==> src/rtl/chanreg_i2c_pkg.sv <==
// Package chanreg_i2c_pkg
// Shared constants and the protocol state type for the channel-register
// I2C target. Assumes byte-wide registers throughout.
package chanreg_i2c_pkg;

    localparam int BYTE_W = 8;

    // Protocol phases of the target engine
    typedef enum logic [2:0] {
        ST_IDLE,   // no transaction in progress
        ST_ADDR,   // shifting in the address byte
        ST_SUB,    // shifting in the sub-address byte
        ST_WDATA,  // shifting in a data byte
        ST_ACK,    // holding SDA low through the ninth clock
        ST_TX,     // shifting out a register byte
        ST_MACK,   // waiting for the master's (not-)acknowledge
        ST_SKIP    // ignoring the bus until start or stop
    } phase_t;

endpackage

==> src/rtl/i2c_line_sync.sv <==
// Module i2c_line_sync
// Brings SCL and SDA into the clock domain through a STAGES-deep
// synchroniser and decodes SCL edges plus start and stop conditions.
// Assumes both lines idle high; the reset value matches an idle bus.
module i2c_line_sync #(
    parameter int STAGES = 2
) (
    input  logic clk,
    input  logic rst_n,
    input  logic scl_i,
    input  logic sda_i,
    output logic scl_s,
    output logic sda_s,
    output logic scl_rise,
    output logic scl_fall,
    output logic start_det,
    output logic stop_det
);

    logic [STAGES-1:0] scl_pipe;
    logic [STAGES-1:0] sda_pipe;
    logic              scl_d;
    logic              sda_d;

    // Purpose: synchronise both lines and keep one extra delayed copy
    always_ff @(posedge clk) begin
        if (!rst_n) begin
            scl_pipe <= '1;
            sda_pipe <= '1;
            scl_d    <= 1'b1;
            sda_d    <= 1'b1;
        end else begin
            scl_pipe <= {scl_pipe[STAGES-2:0], scl_i};
            sda_pipe <= {sda_pipe[STAGES-2:0], sda_i};
            scl_d    <= scl_pipe[STAGES-1];
            sda_d    <= sda_pipe[STAGES-1];
        end
    end

    // Purpose: decode edges and bus conditions from current and delayed levels
    always_comb begin
        scl_s     = scl_pipe[STAGES-1];
        sda_s     = sda_pipe[STAGES-1];
        scl_rise  = scl_s & ~scl_d;
        scl_fall  = ~scl_s & scl_d;
        start_det = scl_s & scl_d & sda_d & ~sda_s;
        stop_det  = scl_s & scl_d & ~sda_d & sda_s;
    end

endmodule

==> src/rtl/chanreg_i2c_fsm.sv <==
// Module chanreg_i2c_fsm
// Bit-level receive/transmit engine of the target. Samples data on SCL
// rising edges and changes its SDA drive only after SCL falling edges.
// Holds the sub-address pointer, which survives stop conditions.
// Assumes no clock stretching and 7-bit addressing only.
module chanreg_i2c_fsm
    import chanreg_i2c_pkg::*;
#(
    parameter int          NUM_CH     = 4,
    parameter logic [4:0]  ADDR_UPPER = 5'b01011,
    parameter int          PTR_W      = 2
) (
    input  logic              clk,
    input  logic              rst_n,
    input  logic              scl_s,
    input  logic              sda_s,
    input  logic              scl_rise,
    input  logic              scl_fall,
    input  logic              start_det,
    input  logic              stop_det,
    input  logic [1:0]        addr_strap,
    input  logic [BYTE_W-1:0] rd_byte,
    output logic              sda_oe,
    output logic              wr_en,
    output logic [BYTE_W-1:0] wr_byte,
    output logic [PTR_W-1:0]  ptr
);

    localparam logic [BYTE_W-1:0] CH_LIMIT = BYTE_W'(NUM_CH);
    localparam logic [3:0]        BITS_PER = 4'd8;

    phase_t            state;
    phase_t            ack_next;
    logic [BYTE_W-1:0] shreg;
    logic [3:0]        cnt;

    // Purpose: protocol sequencing, shifting, acknowledge and pointer update
    always_ff @(posedge clk) begin
        if (!rst_n) begin
            state    <= ST_IDLE;
            ack_next <= ST_IDLE;
            shreg    <= '0;
            cnt      <= '0;
            sda_oe   <= 1'b0;
            wr_en    <= 1'b0;
            wr_byte  <= '0;
            ptr      <= '0;
        end else begin
            wr_en <= 1'b0;
            if (start_det) begin
                state  <= ST_ADDR;
                cnt    <= '0;
                sda_oe <= 1'b0;
            end else if (stop_det) begin
                state  <= ST_IDLE;
                cnt    <= '0;
                sda_oe <= 1'b0;
            end else begin
                case (state)
                    ST_ADDR, ST_SUB, ST_WDATA: begin
                        if (scl_rise) begin
                            shreg <= {shreg[BYTE_W-2:0], sda_s};
                            cnt   <= cnt + 4'd1;
                        end else if (scl_fall && cnt == BITS_PER) begin
                            cnt <= '0;
                            if (state == ST_ADDR) begin
                                if (shreg[7:1] == {ADDR_UPPER, addr_strap}) begin
                                    sda_oe   <= 1'b1;
                                    state    <= ST_ACK;
                                    ack_next <= shreg[0] ? ST_TX : ST_SUB;
                                end else begin
                                    state <= ST_SKIP;
                                end
                            end else if (state == ST_SUB) begin
                                if (shreg < CH_LIMIT) begin
                                    ptr      <= shreg[PTR_W-1:0];
                                    sda_oe   <= 1'b1;
                                    state    <= ST_ACK;
                                    ack_next <= ST_WDATA;
                                end else begin
                                    state <= ST_SKIP;
                                end
                            end else begin
                                wr_en    <= 1'b1;
                                wr_byte  <= shreg;
                                sda_oe   <= 1'b1;
                                state    <= ST_ACK;
                                ack_next <= ST_WDATA;
                            end
                        end
                    end
                    ST_ACK: begin
                        if (scl_fall) begin
                            state <= ack_next;
                            cnt   <= '0;
                            if (ack_next == ST_TX) begin
                                shreg  <= rd_byte;
                                sda_oe <= ~rd_byte[BYTE_W-1];
                            end else begin
                                sda_oe <= 1'b0;
                            end
                        end
                    end
                    ST_TX: begin
                        if (scl_rise) begin
                            cnt <= cnt + 4'd1;
                        end else if (scl_fall) begin
                            if (cnt == BITS_PER) begin
                                sda_oe <= 1'b0;
                                state  <= ST_MACK;
                            end else begin
                                shreg  <= {shreg[BYTE_W-2:0], 1'b0};
                                sda_oe <= ~shreg[BYTE_W-2];
                            end
                        end
                    end
                    ST_MACK: begin
                        if (scl_rise) state <= ST_SKIP;
                    end
                    default: ;
                endcase
            end
        end
    end

    // the SDA drive moves only while the synchronised SCL is low
    p_oe_scl_low_r8: assert property (@(posedge clk) disable iff (!rst_n)
        (sda_oe != $past(sda_oe)) |-> !$past(scl_s));

    // a stop condition leaves SDA released and the engine idle
    p_stop_release_r7: assert property (@(posedge clk) disable iff (!rst_n)
        stop_det |=> (!sda_oe && state == ST_IDLE));

    // while skipping the bus the target never drives SDA
    p_skip_silent_r2: assert property (@(posedge clk) disable iff (!rst_n)
        (state == ST_SKIP) |-> !sda_oe);

    // the pointer changes only when a sub-address byte completes
    p_ptr_update_r3: assert property (@(posedge clk) disable iff (!rst_n)
        (ptr != $past(ptr)) |-> ($past(state) == ST_SUB && $past(scl_fall)));

endmodule

==> src/rtl/chanreg_bank.sv <==
// Module chanreg_bank
// NUM_CH byte registers, written one at a time at the pointer and read
// combinationally at the same pointer. Assumes ptr stays below NUM_CH.
module chanreg_bank
    import chanreg_i2c_pkg::*;
#(
    parameter int NUM_CH = 4,
    parameter int PTR_W  = 2
) (
    input  logic                     clk,
    input  logic                     rst_n,
    input  logic                     wr_en,
    input  logic [PTR_W-1:0]         ptr,
    input  logic [BYTE_W-1:0]        wr_byte,
    output logic [BYTE_W-1:0]        rd_byte,
    output logic [NUM_CH*BYTE_W-1:0] regs_flat
);

    logic [BYTE_W-1:0] regs [NUM_CH];

    for (genvar ch = 0; ch < NUM_CH; ch++) begin : g_ch
        // Purpose: hold one channel byte, loaded when selected and written
        always_ff @(posedge clk) begin
            if (!rst_n)                                    regs[ch] <= '0;
            else if (wr_en && ptr == PTR_W'(ch))           regs[ch] <= wr_byte;
        end
        assign regs_flat[ch*BYTE_W +: BYTE_W] = regs[ch];
    end

    // Purpose: present the selected channel to the transmit path
    assign rd_byte = regs[ptr];

    // a write strobe lands its byte in the selected channel
    p_write_lands_r5: assert property (@(posedge clk) disable iff (!rst_n)
        wr_en |=> (regs[$past(ptr)] == $past(wr_byte)));

endmodule

==> src/rtl/chanreg_i2c_target.sv <==
// Module chanreg_i2c_target
// Top of the I2C channel-register target: line synchroniser, protocol
// engine and register bank. sda_pull_low must drive an open-drain pad;
// sda_i must be the resolved line level.
module chanreg_i2c_target
    import chanreg_i2c_pkg::*;
#(
    parameter int         NUM_CH      = 4,
    parameter logic [4:0] ADDR_UPPER  = 5'b01011,
    parameter int         SYNC_STAGES = 2
) (
    input  logic                     clk,
    input  logic                     rst_n,
    input  logic                     scl_i,
    input  logic                     sda_i,
    input  logic [1:0]               addr_strap,
    output logic                     sda_pull_low,
    output logic [NUM_CH*BYTE_W-1:0] reg_bank_q
);

    localparam int PTR_W = (NUM_CH > 1) ? $clog2(NUM_CH) : 1;

    logic              scl_s, sda_s, scl_rise, scl_fall, start_det, stop_det;
    logic              wr_en;
    logic [BYTE_W-1:0] wr_byte, rd_byte;
    logic [PTR_W-1:0]  ptr;

    i2c_line_sync #(.STAGES(SYNC_STAGES)) u_sync (
        .clk(clk), .rst_n(rst_n), .scl_i(scl_i), .sda_i(sda_i),
        .scl_s(scl_s), .sda_s(sda_s), .scl_rise(scl_rise), .scl_fall(scl_fall),
        .start_det(start_det), .stop_det(stop_det)
    );

    chanreg_i2c_fsm #(.NUM_CH(NUM_CH), .ADDR_UPPER(ADDR_UPPER), .PTR_W(PTR_W)) u_fsm (
        .clk(clk), .rst_n(rst_n), .scl_s(scl_s), .sda_s(sda_s),
        .scl_rise(scl_rise), .scl_fall(scl_fall),
        .start_det(start_det), .stop_det(stop_det),
        .addr_strap(addr_strap), .rd_byte(rd_byte),
        .sda_oe(sda_pull_low), .wr_en(wr_en), .wr_byte(wr_byte), .ptr(ptr)
    );

    chanreg_bank #(.NUM_CH(NUM_CH), .PTR_W(PTR_W)) u_bank (
        .clk(clk), .rst_n(rst_n), .wr_en(wr_en), .ptr(ptr),
        .wr_byte(wr_byte), .rd_byte(rd_byte), .regs_flat(reg_bank_q)
    );

endmodule

==> config.mk <==
export PLATFORM = sky130hd
export DESIGN_NAME = chanreg_i2c_target
export DESIGN_NICKNAME = d
export VERILOG_FILES = /design/src/rtl/chanreg_i2c_pkg.sv /design/src/rtl/i2c_line_sync.sv /design/src/rtl/chanreg_i2c_fsm.sv /design/src/rtl/chanreg_bank.sv /design/src/rtl/chanreg_i2c_target.sv
export SDC_FILE = /design/constraint.sdc
export NUM_CORES = 1
export LEC_CHECK = 0
export CAP_MARGIN = 5
export CORE_ASPECT_RATIO = 1.5
export CORE_MARGIN = 2
export CORE_UTILIZATION = 35
export CTS_CLUSTER_DIAMETER = 80
export DETAILED_ROUTE_END_ITERATION = 8
export GPL_ROUTABILITY_DRIVEN = 0
export PLACE_DENSITY_LB_ADDON = 0.3
export SKIP_CTS_REPAIR_TIMING = 1
export SYNTH_ARGS = -nofsm -noshare
export SYNTH_HDL_FRONTEND = slang
export SYNTH_SLANG_ARGS = --single-unit
==> constraint.sdc <==
create_clock -name clk -period 4.2 [get_ports clk]
set_input_delay 0.63 -clock clk [delete_from_list [all_inputs] [get_ports clk]]
set_output_delay 0.63 -clock clk [all_outputs]
set_load 0.005 [all_outputs]
==> flow_summary.yaml, run 1 <==
run_status:
  run_status: "finished, final reports clean"
floorplan:
  die_x_um: 84.5
  floorplan.core_area_um2: 9580
  core.rowCount: 44
  initial_standard_cell_utilization_of_the_core_pct: 35.5
  die_height_um: 125
  pin_count: 39
  die_area_um2: 10500
clock_tree:
  ctsHtreeMaxLevel: 3
  clk_root_buffer_cell: "sky130_fd_sc_hd__clkbuf_16"
  clock_sinks: 70
  cts.clk_slew.worst_paths_ps: 60
  cts-buffers-inserted: 9
  clock_tree_from_tritoncts: "yes"
  cts_max_path_buffers: 2
  worstSkewPairLatency_ps: 330
sta:
  final-max-slew-violation-count: 0
  worst_slew_pin_slew_ps: 774
  final_hold_viol_count: 0
  fin_ws_ps: 1880
  max-slew-margin-rel_pct: 48.0
  setup_viol: 0
  finClkSkew_ps: 6.92
  final_period_minus_worst_setup_slack_ps: 2320
  part_of_the_cycle_the_worst_path_needs_pct: 55.3
  clock.fmax_mhz: 430
  setup_repair_after_global_routing_missed_its_margin: "no"
  final.setup.tns_ps: 0
routing:
  detail_route.first_pass.iterations: 4
  via_density_per_instance: 5.35
  detailroute.via_count: 2486
  detail-route-antenna-nets: 0
  drt-total-wl_um: 8310
  detailedRoute.firstIterationViolations: 167
  remaining_drc_errors: 0
  routedWlPerCell_um: 17.9
yosys:
  syn_nets: 313
  synth_cell_types: 59
  synth_top_family_by_area: "simple AND/OR/NAND/NOR gates"
  synth.top_cell.area_share_pct: 28.3
  synth_seq_area_share_pct: 50.6
  dominantRegCellSynth: "sky130_fd_sc_hd__dfxtp_1"
  yosys-mux-area-fraction_pct: 13.1
  netlist_top_cells_area: "sky130_fd_sc_hd__edfxtp_1, sky130_fd_sc_hd__dfxtp_1, sky130_fd_sc_hd__and2_1"
  postSynthAreaPerCell_um2: 11.1
  postSynthRegisterBits: 70
  synth.largest_area_cell: "sky130_fd_sc_hd__edfxtp_1"
  synth_xor_xnor_area_share_pct: 0.773
  synthesis.area_um2: 3400
  area_share_of_fa_ha_maj_cells_after_synthesis_pct: 0.736
  synth-simple-area-share_pct: 22.3
  share_of_flip_flops_with_an_asynchronous_set_or_reset_pct: 0
  synth_compound_area_share_pct: 8.76
  yosysWarnings: 0
  netlist_instances: 305
  synth_enable_flop_cells: 32
final_layout:
  antennaDiodeCount: 0
  postLayoutCoreUtil_pct: 43.5
  drive_above_1_share_pct: 12.9
  fillerInstances: 931
  area_of_all_placed_cells_without_fillers_um2: 4170
  syn_to_final_growth_pct: 22.7
  finish.net_count: 353
grt:
  groute.layer.met2.usage_pct: 30.3
  groute.layer.met1.usage_pct: 17.8
  grt_pass1_vias: 2566
  antenna_found_initial: 0
  grt_max_degree: 18
  global_route.usage.met3_pct: 3.31
  top_usage_layer: "met2"
  globalRouteTotalUtil_pct: 16.5
  grt.overflow.total: 0
  grt_first_pass_wirelength_um: 13400
pwr:
  fin_total_pwr_mw: 1.59
  ir_drop_v: 0.000281
  power-per-cell-area_nw_per_um2: 381
  static-leakage-power_nw: 1.52
setup_path:
  setup.worst_path.start: "rst_n"
  critical_path.max_fanout: 17
  critPathMostFrequentCell: "sky130_fd_sc_hd__a31oi_1"
  worstReg2RegStart: "u_fsm.state[2]"
  critical_path.cell_chain: "clkdlybuf4s50_1 -> inv_1 -> a31oi_1 -> o21ai_0 -> a31oi_1"
  worst_setup_path_end_kind: "flop"
  worstPathBufferInverterCount: 2
  critPathRequiredTime_ps: 4460
  critical_path_class: "in -> reg"
  critPathSlowestCell: "sky130_fd_sc_hd__clkdlybuf4s50_1"
  timing.reg2reg.worst_path_depth: 4
  worst-endpoint-arrival_ps: 2590
  stages_on_worst_setup_path: 5
  crit_family: "buffers and inverters"
  endpoint: "u_fsm.cnt[3]"
  reg2reg_setup_slack_ps: 1920
  startpoint_type: "input port"
  crit-reg2reg-capture: "u_fsm.shreg[0]"
  maximum_cell_stage_delay_along_the_critical_path_ps: 840
placed_design:
  dp_hpwl_um: 6070
  dpl_worst_slack_ps: 1490
  io_buffer_count: 38
  post_dp_cell_area_um2: 3850
worst_hold_path:
  holdCritPathClass: "reg -> reg"
flow_run:
  max-cap-violations: 0
## cells in the final DEF (no fill, tap or decap), types with 2 or more instances in the layout
master / synthesis / routed
sky130_fd_sc_hd__a211oi_1: 3 / 3
sky130_fd_sc_hd__a21oi_1: 8 / 8
sky130_fd_sc_hd__a311oi_1: 2 / 2
sky130_fd_sc_hd__a31oi_1: 3 / 3
sky130_fd_sc_hd__and2_1: 33 / 33
sky130_fd_sc_hd__and3_1: 2 / 2
sky130_fd_sc_hd__buf_4: 0 / 3
sky130_fd_sc_hd__clkbuf_16: 0 / 10
sky130_fd_sc_hd__clkdlybuf4s50_1: 0 / 38
sky130_fd_sc_hd__dfxtp_1: 38 / 38
sky130_fd_sc_hd__edfxtp_1: 32 / 32
sky130_fd_sc_hd__ha_1: 2 / 2
sky130_fd_sc_hd__inv_1: 9 / 9
sky130_fd_sc_hd__mux2_2: 7 / 7
sky130_fd_sc_hd__mux2i_1: 17 / 17
sky130_fd_sc_hd__mux4_2: 8 / 8
sky130_fd_sc_hd__nand2_1: 29 / 29
sky130_fd_sc_hd__nand2b_1: 10 / 10
sky130_fd_sc_hd__nand3_1: 10 / 10
sky130_fd_sc_hd__nand4_1: 3 / 3
sky130_fd_sc_hd__nor2_1: 17 / 17
sky130_fd_sc_hd__nor2b_1: 4 / 4
sky130_fd_sc_hd__nor3_1: 5 / 5
sky130_fd_sc_hd__o211a_1: 2 / 2
sky130_fd_sc_hd__o21ai_0: 12 / 11
sky130_fd_sc_hd__o31ai_1: 2 / 2
sky130_fd_sc_hd__or3_1: 2 / 2
sky130_fd_sc_hd__or4_1: 2 / 2
sky130_fd_sc_hd__xor2_1: 3 / 3
## report_power, final
part           internal [mW]  switching [mW]  total (mW)
registers              0.723         0.00984       0.733
clock network          0.498           0.297       0.795
logic                 0.0311          0.0319      0.0630
total                   1.25           0.339        1.59
## cells in the mapped netlist, drive strengths merged (3+ instances only)
cell    instances
nand2          29
dfxtp          38
and2           33
a31oi           3
a21oi           8
nand3          10
nor3            5
mux2i          17
a211oi          3
o21ai          12
nor2           17
nor4            3
xor2            3
nand4           3
or3             3
edfxtp         32
mux2            8
nand2b         10
buf             6
inv             9
nor2b           4
mux4            8
clkbuf          5
## stage by stage
step                      cells  hold WS (ps)
after floorplan             305           386
after global placement      448           392
after detailed placement    449           394
after CTS                   465           409
after global routing        465           437
final                       465           407
## sequential cells by signal (all words and copies together), names as in the netlist, named ones only
| register | cells |
|---|---|
| u_sync.scl_pipe | 2 |
| u_sync.sda_d | 1 |
| u_fsm.cnt | 4 |
| u_fsm.wr_byte | 8 |
| u_fsm.shreg | 8 |
| u_fsm.ptr | 2 |
| u_fsm.wr_en | 1 |
| u_sync.sda_pipe | 2 |
| u_fsm.sda_oe | 1 |
| u_bank.regs | 32 |
| u_sync.scl_d | 1 |
| u_fsm.state | 3 |
| u_fsm.ack_next | 3 |
## layout make-up
| cell class | count | area, µm² | share of cell area [%] |
|---|---|---|---|
| tap | 115 | 144 | 3.45 |
| sequential | 70 | 1720 | 41.3 |
| clock buffer | 10 | 250 | 6.00 |
| multi-input combinational | 214 | 1550 | 37.2 |
| timing repair buffer | 41 | 403 | 9.66 |
| inverter | 9 | 33.8 | 0.810 |
| clock inverter | 6 | 66.3 | 1.59 |
## layer usage
metal  routed length (µm)  up-vias
li1                     -     1200
met1                 3300     1217
met2                 4550       52
met3                  209       17
met4                  252        0
met5                    0        -
## worst register-to-register path, stage by stage, from the launching register on
cell and delay (ps):
sky130_fd_sc_hd__dfxtp_1 690, sky130_fd_sc_hd__nand2b_1 310, sky130_fd_sc_hd__a311oi_1 320, sky130_fd_sc_hd__or3_1 500, sky130_fd_sc_hd__mux2_4 350
## cells by family after synthesis
kind of cell / after synthesis
buffers and inverters: 21
flip-flops: 70
adder cells (fa/ha/maj): 2
AND/OR/NAND/NOR: 132
XOR/XNOR: 3
multiplexers: 33
AO/OA/AOI/OAI: 44
## worst min path at each step
| stage | endpoint | from | slack (ps) | cells after the start |
|---|---|---|---|---|
| 6_report | u_sync.sda_pipe[1] | u_sync.sda_pipe[0] | 410 | 1 |
| 4_1_cts | u_sync.sda_pipe[1] | u_sync.sda_pipe[0] | 410 | 1 |
| 2_1_floorplan | u_sync.scl_pipe[1] | u_sync.scl_pipe[0] | 390 | 1 |
| 3_5_place_dp | u_sync.sda_pipe[1] | u_sync.sda_pipe[0] | 390 | 1 |
| 5_1_grt | u_sync.sda_pipe[1] | u_sync.sda_pipe[0] | 440 | 1 |
| 3_3_place_gp | u_sync.scl_pipe[1] | u_sync.scl_pipe[0] | 390 | 1 |
Power figures use the tool's default switching activity.
==> run 2, diff against run 1 <==
==> constraint.sdc (replaced) <==
create_clock -name clk -period 1.9 [get_ports clk]
set_input_delay 0.285 -clock clk [delete_from_list [all_inputs] [get_ports clk]]
set_output_delay 0.285 -clock clk [all_outputs]
set_load 0.005 [all_outputs]
==> run 2 against run 1 <==
Compared with the run above:
- critical path type is now reg -> reg
- global-route usage increased by 0.22 points
- core utilization increased by 1.9 points
- largest cell class unchanged
- sequential share of layout area decreased by 1.8 points
- non-clock buffer count increased by 21
- sequential cell count unchanged
- first-iteration DRC count decreased by 18%
- die area unchanged
- routed wire length increased by 2.0%
- power increased by 120%
- clock-buffer cell count decreased by 1
- critical endpoint is now u_fsm.state[0]
==> flow_summary.yaml, run 2 (synthesis gave the netlist of run 1 again) <==
run_status:
  run_status: "finished, final reports clean"
clock_tree:
  worstSkewPairLatency_ps: 330
  clock_tree_from_tritoncts: "yes"
  clk_root_buffer_cell: "sky130_fd_sc_hd__clkbuf_16"
  cts-buffers-inserted: 9
  clock_sinks: 70
  ctsHtreeMaxLevel: 3
  cts.clk_slew.worst_paths_ps: 60
  cts_max_path_buffers: 2
routing:
  routedWlPerCell_um: 17.4
  detailroute.via_count: 2569
  detailedRoute.firstIterationViolations: 137
  via_density_per_instance: 5.29
  remaining_drc_errors: 0
  drt-total-wl_um: 8470
  detail-route-antenna-nets: 0
  detail_route.first_pass.iterations: 4
floorplan:
  core.rowCount: 44
  die_area_um2: 10500
  pin_count: 39
  initial_standard_cell_utilization_of_the_core_pct: 35.5
  floorplan.core_area_um2: 9580
  die_x_um: 84.5
  die_height_um: 125
placed_design:
  io_buffer_count: 38
  dpl_worst_slack_ps: 8.59
  dp_hpwl_um: 6210
sta:
  setup_viol: 0
  max-slew-margin-rel_pct: 63.1
  final-max-slew-violation-count: 0
  part_of_the_cycle_the_worst_path_needs_pct: 93.9
  fin_hold_ws_ps: 407
  fin_ws_ps: 117
  worst_slew_pin_slew_ps: 552
  setup_repair_after_global_routing_missed_its_margin: "no"
  finClkSkew_ps: 4.81
  clock.fmax_mhz: 561
  final.setup.tns_ps: 0
  final_period_minus_worst_setup_slack_ps: 1780
  final_hold_viol_count: 0
setup_path:
  worstReg2RegStart: "u_fsm.state[1]"
  startpoint_type: "flop"
  critical_path_class: "reg -> reg"
  worst-endpoint-arrival_ps: 2010
  reg2reg_setup_slack_ps: 120
  critical_path.max_fanout: 10
  critPathRequiredTime_ps: 2120
  worst_setup_path_end_kind: "flop"
  timing.reg2reg.worst_path_depth: 5
  crit-reg2reg-capture: "u_fsm.state[0]"
worst_hold_path:
  min-delay-start: "u_sync.sda_pipe[0]"
  holdCritPathClass: "reg -> reg"
  min_delay_path_depth: 1
  min_delay_worst_endpoint: "u_sync.sda_pipe[1]"
pwr:
  ir_drop_v: 0.000535
  power_switching_uw: 728
  pwr-share-seq_pct: 45.7
  pwr-share-comb_pct: 4.4
  power-per-cell-area_nw_per_um2: 814
  power.share.clock_pct: 49.9
  static-leakage-power_nw: 1.62
  internal_mw: 2.82
  power.share.switching_pct: 20.5
final_layout:
  drive_above_1_share_pct: 17.8
  finish.net_count: 374
  largest_register: "u_bank.regs"
  syn_to_final_growth_pct: 28.1
  largest_register_ff_count: 32
  layout.cells.most_common_list: "sky130_fd_sc_hd__dfxtp_1, sky130_fd_sc_hd__clkdlybuf4s50_1, sky130_fd_sc_hd__and2_1, sky130_fd_sc_hd__edfxtp_1, sky130_fd_sc_hd__nand2_1"
  antennaDiodeCount: 0
  largestRegisters: "u_bank.regs (32), u_fsm.shreg (8), u_fsm.wr_byte (8)"
flow_run:
  max-cap-violations: 0
grt:
  grt_max_degree: 18
  antenna_found_initial: 0
  grt_first_pass_wirelength_um: 13800
  grt_pass1_vias: 2720
  globalRouteTotalUtil_pct: 16.8
  grt.overflow.total: 0
run 2: cell types whose count changed in the layout (fill, tap and decap cells not counted), sizes merged:
cell / delta
buf: +21
bufinv: +1
clkbuf: -1
clkinv: +1
clkinvlp: +1
inv: -2
run 2: worst max-delay path by stage:
stage                              start           endpoint  slack (ps)  cells past startpoint
after floorplan             u_fsm.cnt[0]     u_fsm.shreg[0]         120                      7
after global placement             rst_n  u_bank.regs[1][4]          90                      4
after detailed placement           rst_n  u_bank.regs[1][0]           9                      4
after CTS                 u_fsm.state[0]     u_fsm.shreg[2]          80                      5
after global routing        u_fsm.cnt[0]               flop          30                      7
final                     u_fsm.state[1]     u_fsm.state[0]         120                      5
run 2: area by class of cell:
type / count / area (µm²)
sequential: 70 / 1720
tap: 115 / 144
timing repair buffer: 62 / 586
clock inverter: 7 / 88.8
inverter: 9 / 33.8
fill: 922 / 5220
clock buffer: 9 / 225
multi-input combinational: 214 / 1560
run 2: per-stage QoR:
stage / cell area (µm²) / utilization (%) / power, mW / instances
detailed placement: 4040 / 42.1 / 1.81 / 470
global placement: 4040 / 42.1 / 1.81 / 470
floorplan: 3400 / - / 1.72 / 305
CTS: 4350 / 45.4 / 3.56 / 486
finish: 4360 / 45.5 / 3.54 / 486
global route: 4360 / 45.5 / 3.64 / 486
run 2: per-layer routing:
layer	up-vias	track usage, %	share of wire [%]
met1	1266	18.5	40
met3	18	2.78	3.0
met2	51	30.3	54
met4	0	8.59	2.6
li1	1234	-	-
met5	-	0	0
run 2: critical path: stages, from the launching register on:
cell and delay [ps]:
sky130_fd_sc_hd__dfxtp_1 590, sky130_fd_sc_hd__buf_4 230, sky130_fd_sc_hd__nor2_1 90, sky130_fd_sc_hd__a21oi_1 350
sky130_fd_sc_hd__a222oi_1 120, sky130_fd_sc_hd__a211oi_1 300
run 2: power groups by stage:
stage | logic (mW) | clock network, mW | registers (mW)
global placement | 0.155 | 0 | 1.65
detailed placement | 0.156 | 0 | 1.65
floorplan | 0.0712 | 0 | 1.64
finish | 0.156 | 1.77 | 1.62
CTS | 0.157 | 1.79 | 1.62
global route | 0.167 | 1.85 | 1.62
